[config.mk]
export PLATFORM = sky130hd
export DESIGN_NAME = instr_dispatch_xbar
export DESIGN_NICKNAME = d
export VERILOG_FILES = /design/src/rtl/dispatch_pkg.sv /design/src/rtl/dispatch_age_tracker.sv /design/src/rtl/dispatch_type_arbiter.sv /design/src/rtl/instr_dispatch_xbar.sv
export SDC_FILE = /design/constraint.sdc
export NUM_CORES = 1
export LEC_CHECK = 0
export ABC_AREA = 0
export BUFFER_PORTS_ARGS = -buffer_cell sky130_fd_sc_hd__buf_2
export CAP_MARGIN = 25
export CORE_MARGIN = 2
export CORE_UTILIZATION = 30
export CTS_CLUSTER_DIAMETER = 30
export CTS_CLUSTER_SIZE = 28
export DETAILED_ROUTE_END_ITERATION = 6
export PLACE_DENSITY = 0.44
export SYNTH_ARGS = -nofsm -noshare
export SYNTH_HDL_FRONTEND = slang
export SYNTH_HIERARCHICAL = 1
export SYNTH_SLANG_ARGS = --single-unit
[constraint.sdc]
create_clock -name clk -period 15.2 [get_ports clk]
set_clock_uncertainty 0.05 [all_clocks]
set_input_delay 3.04 -clock clk [delete_from_list [all_inputs] [get_ports clk]]
set_output_delay 3.04 -clock clk [all_outputs]
set_load 0.02 [all_outputs]
[src/rtl/dispatch_pkg.sv]
package dispatch_pkg;
  function automatic int idx_width(input int n);
    return (n > 1) ? $clog2(n) : 1;
  endfunction
endpackage

[src/rtl/dispatch_age_tracker.sv]
module dispatch_age_tracker #(
  parameter int AGE_W = 4
) (
  input  logic             clk,
  input  logic             rst,
  input  logic             pending,
  input  logic             granted,
  output logic [AGE_W-1:0] age
);
  localparam logic [AGE_W-1:0] AGE_MAX = '1;

  always_ff @(posedge clk) begin
    if (rst)                    age <= '0;
    else if (!pending || granted) age <= '0;
    else if (age != AGE_MAX)    age <= age + 1'b1;
  end

  AST_AGE_SATURATE: assert property (@(posedge clk) disable iff (rst)
    (pending && !granted && age == AGE_MAX) |=> (age == AGE_MAX));
endmodule

[src/rtl/dispatch_type_arbiter.sv]
module dispatch_type_arbiter #(
  parameter int N     = 4,
  parameter int AGE_W = 4,
  parameter int IDX_W = 2
) (
  input  logic             clk,
  input  logic             rst,
  input  logic [N-1:0]     cand,
  input  logic [N-1:0]     high,
  input  logic [N*AGE_W-1:0] age_flat,
  output logic [N-1:0]     grant,
  output logic [IDX_W-1:0] win_idx,
  output logic             any
);
  localparam int KEY_W = AGE_W + 1;
  logic [KEY_W-1:0] best_key;
  logic [KEY_W-1:0] key;

  always_comb begin
    best_key = '0;
    key      = '0;
    any      = 1'b0;
    win_idx  = '0;
    for (int m = 0; m < N; m++) begin
      key = {high[m], age_flat[m*AGE_W +: AGE_W]};
      if (cand[m] && (!any || key > best_key)) begin
        any      = 1'b1;
        best_key = key;
        win_idx  = IDX_W'(m);
      end
    end
    grant = '0;
    if (any) grant[win_idx] = 1'b1;
  end

  AST_GRANT_FROM_CAND: assert property (@(posedge clk) disable iff (rst)
    (grant & ~cand) == '0);
  AST_HIGH_FIRST: assert property (@(posedge clk) disable iff (rst)
    (any && (grant & high) == '0) |-> ((cand & high) == '0));
endmodule

[src/rtl/instr_dispatch_xbar.sv]
module instr_dispatch_xbar #(
  parameter int N_MASTERS = 4,
  parameter int INSTR_W   = 16,
  parameter int TASK_W    = 4,
  parameter int AGE_W     = 4,
  parameter int TYPE_W    = 4,
  parameter int IDX_W     = dispatch_pkg::idx_width(N_MASTERS),
  parameter int N_LANES   = (1 << TYPE_W) - 1
) (
  input  logic                         clk,
  input  logic                         rst,
  input  logic [N_MASTERS-1:0]         req_valid,
  input  logic [N_MASTERS*INSTR_W-1:0] req_instr,
  input  logic [N_MASTERS-1:0]         req_high,
  input  logic [N_MASTERS*TASK_W-1:0]  req_task,
  output logic [N_MASTERS-1:0]         req_accept,
  output logic [N_LANES-1:0]           cop_valid,
  output logic [N_LANES*INSTR_W-1:0]   cop_instr,
  output logic [N_LANES*IDX_W-1:0]     cop_master,
  output logic [N_LANES*TASK_W-1:0]    cop_task
);
  localparam int TYPE_LSB = INSTR_W - TYPE_W;

  logic [INSTR_W-1:0]    instr_a [N_MASTERS];
  logic [TASK_W-1:0]     task_a  [N_MASTERS];
  logic [TYPE_W-1:0]     type_a  [N_MASTERS];
  logic [N_MASTERS-1:0]  pending;
  logic [N_MASTERS-1:0]  master_grant;
  logic [N_MASTERS*AGE_W-1:0] age_flat;
  logic [N_MASTERS-1:0]  lane_grant [N_LANES];

  always_comb begin
    for (int m = 0; m < N_MASTERS; m++) begin
      instr_a[m] = req_instr[m*INSTR_W +: INSTR_W];
      task_a[m]  = req_task[m*TASK_W +: TASK_W];
      type_a[m]  = instr_a[m][TYPE_LSB +: TYPE_W];
      pending[m] = req_valid[m] && (type_a[m] != '0) && !req_accept[m];
    end
  end

  always_comb begin
    master_grant = '0;
    for (int k = 0; k < N_LANES; k++) master_grant = master_grant | lane_grant[k];
  end

  always_ff @(posedge clk) begin
    if (rst) req_accept <= '0;
    else     req_accept <= master_grant;
  end

  for (genvar m = 0; m < N_MASTERS; m++) begin : g_master
    dispatch_age_tracker #(.AGE_W(AGE_W)) age_i (
      .clk(clk), .rst(rst), .pending(pending[m]), .granted(master_grant[m]),
      .age(age_flat[m*AGE_W +: AGE_W]));

    AST_ACCEPT_PULSE: assert property (@(posedge clk) disable iff (rst)
      req_accept[m] |=> !req_accept[m]);
    AST_TYPE0_DROPPED: assert property (@(posedge clk) disable iff (rst)
      req_accept[m] |-> ($past(type_a[m]) != '0));
  end

  for (genvar k = 0; k < N_LANES; k++) begin : g_lane
    logic [N_MASTERS-1:0] cand;
    logic [IDX_W-1:0]     win_idx;
    logic                 any;

    always_comb begin
      for (int m = 0; m < N_MASTERS; m++)
        cand[m] = pending[m] && (type_a[m] == TYPE_W'(k + 1));
    end

    dispatch_type_arbiter #(.N(N_MASTERS), .AGE_W(AGE_W), .IDX_W(IDX_W)) arb_i (
      .clk(clk), .rst(rst), .cand(cand), .high(req_high), .age_flat(age_flat),
      .grant(lane_grant[k]), .win_idx(win_idx), .any(any));

    always_ff @(posedge clk) begin
      if (rst) begin
        cop_valid[k]                       <= 1'b0;
        cop_instr[k*INSTR_W +: INSTR_W]    <= '0;
        cop_master[k*IDX_W +: IDX_W]       <= '0;
        cop_task[k*TASK_W +: TASK_W]       <= '0;
      end else begin
        cop_valid[k] <= any;
        if (any) begin
          cop_instr[k*INSTR_W +: INSTR_W] <= instr_a[win_idx];
          cop_master[k*IDX_W +: IDX_W]    <= win_idx;
          cop_task[k*TASK_W +: TASK_W]    <= task_a[win_idx];
        end
      end
    end

    AST_ROUTE_TYPE: assert property (@(posedge clk) disable iff (rst)
      cop_valid[k] |-> (cop_instr[k*INSTR_W + TYPE_LSB +: TYPE_W] == TYPE_W'(k + 1)));
  end

  AST_ACCEPT_PAIRED: assert property (@(posedge clk) disable iff (rst)
    $countones(req_accept) == $countones(cop_valid));
endmodule

* Yosys cells after proc, flatten, opt, wreduce, memory -nomap -nowiden
Cells that the tools add are included. W data, S select, Z words.
Word-level totals: input port bits 90, memories kept 0, memory bits (read-only) 0, bits in registers 365, bits in writable memories 0, latch bits 0, logic and storage cells 775
Cells by class: add/sub/neg operators 4, div/mod/pow operators 0, magnitude comparators 90, shift-type cells 0, equal/unequal tests 64, bitwise gates (word level) 29, multiply operators 0, mux-type cells 285, reductions and logical operators 238
Operators by type and width (number):
- $bmux W16 S2 | 15
- $mux W16 | 30
- $gt A5 B5 Y1 | 45
- $mux W5 | 45
- $mux W4 | 45
- $eq A4 B4 Y1 const B | 32
- $logic_and A1 B1 Y1 | 128
- $bmux W4 S2 | 15
- $mux W1 | 90
- $eq A4 B3 Y1 const B | 16
- $mux W2 | 30
- $or A4 B4 Y4 | 14
- $logic_not A1 Y1 | 53
- $logic_or A1 B1 Y1 | 49
- $ge A3 B3 Y1 const B | 15
- $lt A2 B3 Y1 const B | 15
- $not A2 Y3 | 15
- $eq A4 B2 Y1 const B | 8
- $demux W1 S2 | 15
- $ge A2 B1 Y1 const B | 15
- $add A4 B1 Y4 const B | 4
- $eq A4 B1 Y1 const B | 4
- $ne A4 B4 Y1 const B | 4
- $reduce_bool A4 Y1 | 4
- $reduce_or A2 Y1 | 4

* Logic depth before layout (Yosys ltp)
depth after elaboration 38, mapped depth 26, gate-level depth less buffers 23

* Cells and area by module
Netlist, hierarchy kept.
By module, submodules not included:
- instr_dispatch_xbar | instances 1, cells each 2077, sequential area each 6986.7 µm², area an instance 21508.1 µm²
- dispatch_type_arbiter (g_lane[12].arb_i ...) | instances 11, cells each 96, sequential area each 0.0 µm², area an instance 789.5 µm²
- dispatch_type_arbiter (g_lane[0].arb_i ...) | instances 3, cells each 96, sequential area each 0.0 µm², area an instance 818.3 µm²
- dispatch_type_arbiter (g_lane[3].arb_i) | instances 1, cells each 96, sequential area each 0.0 µm², area an instance 793.3 µm²
- dispatch_age_tracker | instances 4, cells each 19, sequential area each 80.1 µm², area an instance 175.2 µm²

* Worst setup path after synthesis
Ideal clock, no wire load.
path type input-to-reg, start in req_instr[13], end reg g_master[1].age_i.age[3], setup time 0.079 ns, data required time 15.071 ns, path slack 6.770 ns, buffers on the path 3, stages on the path 25, data arrival time 8.301 ns, cell sequence clkbuf_1 -> or4b_1 -> nor2_1 -> buf_6 -> nand2_1 -> ha_1 -> and4_4 -> a31oi_4 -> buf_6 -> o211a_1 -> nor2_1 -> ha_1 -> nand4_1 -> o211a_2 -> a21oi_4 -> o31ai_2 -> ha_1 -> nand3_1 -> o21bai_1 -> a41oi_2 -> nor3b_1 -> nor4_1 -> nand4_1 -> or3b_4 -> nor3_1
RTL lines:
- start, declared | RTL line instr_dispatch_xbar.sv:13 | input logic [N_MASTERS*INSTR_W-1:0] req_instr,
- end signal, assigned | RTL line dispatch_age_tracker.sv:15 | else if (age != AGE_MAX) age <= age + 1'b1;
- end, declared | RTL line dispatch_age_tracker.sv:8 | output logic [AGE_W-1:0] age

* Worst setup path after layout
start in req_instr[12], end reg cop_instr[106]
Between the ends: longest elaborated chain between the ends 21, elaborated cells on any way between the ends 31
RTL lines:
- $reduce_bool A4 Y1 | RTL line instr_dispatch_xbar.sv:37 | pending[m] = req_valid[m] && (type_a[m] != '0) && !req_accept[m];
- $logic_and A1 B1 Y1 (2 in series) | RTL line instr_dispatch_xbar.sv:37
- $logic_and A1 B1 Y1 (*) | RTL line instr_dispatch_xbar.sv:69 | cand[m] = pending[m] && (type_a[m] == TYPE_W'(k + 1));
- net g_lane[6].cand[0] | RTL line instr_dispatch_xbar.sv:63 | logic [N_MASTERS-1:0] cand;
- $mux W5 / $mux W1 (equally long branches) | RTL line dispatch_type_arbiter.sv:26 | if (cand[m] && (!any || key > best_key)) begin
- $gt A5 B5 Y1 / $logic_not A1 Y1 (equally long branches) | RTL line dispatch_type_arbiter.sv:26
- $logic_or A1 B1 Y1 | RTL line dispatch_type_arbiter.sv:26
- $logic_and A1 B1 Y1 | RTL line dispatch_type_arbiter.sv:26
- [... 5 more ...]
- $gt A5 B5 Y1 / $logic_not A1 Y1 (equally long branches) | RTL line dispatch_type_arbiter.sv:26
- $logic_or A1 B1 Y1 | RTL line dispatch_type_arbiter.sv:26
- $logic_and A1 B1 Y1 | RTL line dispatch_type_arbiter.sv:26
- $mux W2 (*) | RTL line dispatch_type_arbiter.sv:26
- net g_lane[6].win_idx[0] | RTL line instr_dispatch_xbar.sv:64 | logic [IDX_W-1:0] win_idx;
- $not A2 Y3 (not written as such) (*) | RTL line instr_dispatch_xbar.sv:85 | cop_instr[k*INSTR_W +: INSTR_W] <= instr_a[win_idx];
- $bmux W16 S2 (*) | RTL line instr_dispatch_xbar.sv:85
- $mux W16 (not written as such) (*) (2 in series) | RTL line instr_dispatch_xbar.sv:85
- end signal, assigned by index | RTL line instr_dispatch_xbar.sv:85
- end, declared | RTL line instr_dispatch_xbar.sv:18 | output logic [N_LANES*INSTR_W-1:0] cop_instr,
The timed path passes the listed nets; every way through them passes the cells marked *. The select of a mux whose other input is x is not followed. A chain may end at the register's enable or synchronous reset.

==> qor.txt <==
post-route cell area: 0.0412 sq mm
Root Driver: clkbuf_16
fin util: 36.6%
Overflow after GRT: 0
Max FO, Critical Path: 25
Slew @ Worst Pin: 1.10 ns
Resized Gates After CTS: 0
antenna violations before repair: 10
EDFF count, synth: 0
Async SR Flop Fraction: 0%
Seq pwr share: 24.5%
setup slack, reg-to-reg: 8.16 ns
first-pass GRT wire length: 235 mm
P_leak: 16.2 nW
ranking of synthesized cells by area: dfxtp_1 21%, mux2i_1 19%, ha_1 8.4%
Tmin final: 9.62 ns
largest net degree at the start of global routing: 197
routed len/inst: 30.1 um
Hold Crit Start: cop_master[16]
Core Area: 0.113 sq mm
CP endpoint kind: flop
Setup-failing EPs final: 0
maxcap violations: 0
Final Cycle Share: 63.3%
IO buf count: 438
Total GRT Usage: 27.3%
Worst setup SP type: input pin
FF-to-FF Start: req_accept[0]
final hold slack: 0.439 ns
Overall Power: 4.24 mW
CTS Buf Count: 118
syn avg cell area: 9.50 sq um
Worst Setup Slack post-DPL: 5.12 ns
TritonCTS clock tree: done
TNS Setup: 0 ns
Clk pwr share: 60.5%
RSZ-0062 raised after global routing: false
Synth Flop Type: dfxtp_1
Internal Power: 3.01 mW
Post-Route WL: 165 mm
total vias in the final route: 32400
total number of yosys warnings: 6
vias per cell: 5.90
DP Cell Count: 5272
H-Tree Depth: 3
Post-Syn Area: 0.0341 sq mm
Fmax: 0.104 GHz
Mapped Cells: 3593
HPWL after DPL: 113 mm
status: finished clean
layout cells sized above 1: 32.2%
Clock Pin Slew Worst Setup and Hold Paths: 0.04 ns
Clock Tree Buf Depth: 3
TritonRoute pass-1 iters: 6
register area share after synthesis: 21.4%
fin cells: 5493
Clock Latency Late Sink: 0.67 ns
Slew HR: 26.4%
CP arrival: 10.07 ns
Unique masters post-synth: 64
Routability Congestion: 0.906
Comb pwr share: 15.0%
syn nets: 3912
PnR worst setup slack: 5.58 ns
DRC Markers: 0
Setup Buffers After CTS: 0
Total Nets Final: 4211
num rows: 123
Synth top area share: 21.4%
worst min-delay path category: reg -> reg
Worst Setup SP: req_instr[12]
Worst VDD drop: 0.0860 mV
dpl cell area: 0.0370 sq mm
PD cells: 103 mW/mm^2
hold bufs inserted after CTS: 0
Die Area: 0.117 sq mm
initial core utilization: 30.3%
top cell type by total area after synthesis: dfxtp_1
CP required: 15.65 ns
register bit total from synthesis: 365
violation count after the first detailed-route iteration: 2907
Crit Path Class: in -> reg
Final ANT Viol Nets: 0
Final Hold Viols: 0
clk sinks: 365
I/O Pins: 439
die width: 341 um
area grow syn2layout: 20.8%
Sw Pwr: 1.23 mW
number of global-route vias before repair: 31600
Die Ht: 341 um
Pins Over Slew Limit: 0
Sw Ratio: 29.0%
==> area by class of cell <==
cell class / instances / area (sq um)
Antenna cell: 3 / 7.51
Clock buffer: 170 / 3480
Clock inverter: 48 / 734
Fill cell: 11500 / 71400
Inverter: 113 / 424
Multi-Input combinational cell: 2782 / 24600
Sequential cell: 365 / 7310
Tap cell: 1500 / 1880
Timing Repair Buffer: 512 / 2780
==> flip-flops by register name, summed over array words and instances, names as in the netlist <==
signal and count:
cop_task 60, g_master.age_i/age 16, cop_valid 15, cop_master 30
cop_instr 240, req_accept 4
==> cell usage in the layout, fill, tap and decap left out, drive strengths merged, types with 30 or more instances in the layout <==
| master | n |
|---|---|
| mux2i | 634 |
| buf | 512 |
| dfxtp | 365 |
| or3b | 319 |
| o221ai | 300 |
| ha | 229 |
| nor2 | 184 |
| clkbuf | 170 |
| nand2 | 169 |
| inv | 113 |
| a21oi | 90 |
| o211a | 75 |
| o31ai | 75 |
| a21o | 71 |
| o2bb2ai | 60 |
| a211o | 60 |
| o21ai | 45 |
| nor3 | 39 |
| nand3 | 38 |
| nand4 | 34 |
| clkinv | 31 |
| nor2b | 30 |
==> final timing paths <==
check / end / cells past startpoint
min: cop_master[16] / 2
max: cop_instr[106] / 22
max reg2reg: cop_instr[106] / 21
min reg2reg: cop_master[16] / 2
==> kinds of logic (layout without fill, tap and decap cells) <==
logic type | after synthesis | count (layout) | synth area share (%)
fa+ha+maj | 229 | 229 | 8.39
mux | 634 | 634 | 18.6
flops | 365 | 365 | 21.4
other cells | 0 | 3 | 0
simple gates | 966 | 966 | 19.0
buf+inv | 446 | 843 | 6.54
compound gates | 949 | 949 | 25.9
xor+xnor | 4 | 4 | 0.103
==> critical path, cell delays in order <==
cell	delay, ns
buf_2	0.51
nand4b_1	0.33
nor2_1	0.80
nand2_1	0.22
ha_1	0.41
nand4_2	0.15
o21a_1	0.34
o2bb2ai_1	0.29
nor2_1	0.09
ha_1	0.30
nand4_1	0.16
o211a_2	0.35
a21oi_4	0.31
o31ai_1	0.15
ha_1	0.30
nand3_1	0.11
o21bai_1	0.21
a41oi_4	0.37
a21o_2	0.55
buf_4	0.61
mux2i_1	0.26
o221ai_1	0.12
==> cells in the mapped netlist, drive strengths merged, types with 26 or more instances <==
cell / number
nor2: 184
nand4: 34
a21o: 71
o211a: 75
a21oi: 90
o21ai: 45
nand3: 38
buf: 156
o21a: 26
dfxtp: 365
o221ai: 300
mux2i: 634
nor2b: 30
o31ai: 75
inv: 113
clkbuf: 177
nor3: 39
nand2: 169
ha: 229
o2bb2ai: 60
or3b: 319
a211o: 60
==> layer usage <==
layer  routed length (um)  vias to the layer above  GRT usage (%)
met5                   28                        -              0
met4                 5160                        4           8.29
met3                14300                      248           7.33
met2                73300                     1293           42.8
met1                72600                    16200           36.5
li1                     -                    14700              -
==> power groups by stage <==
stage	combinational [mW]	sequential, mW	clock (mW)
after global routing	0.674	1.04	2.64
after global placement	0.626	1.05	0
after floorplan	0.345	1.09	0
after CTS	0.629	1.04	2.59
after detailed placement	0.627	1.05	0
final	0.638	1.04	2.56
Power figures use the tool's default switching activity.
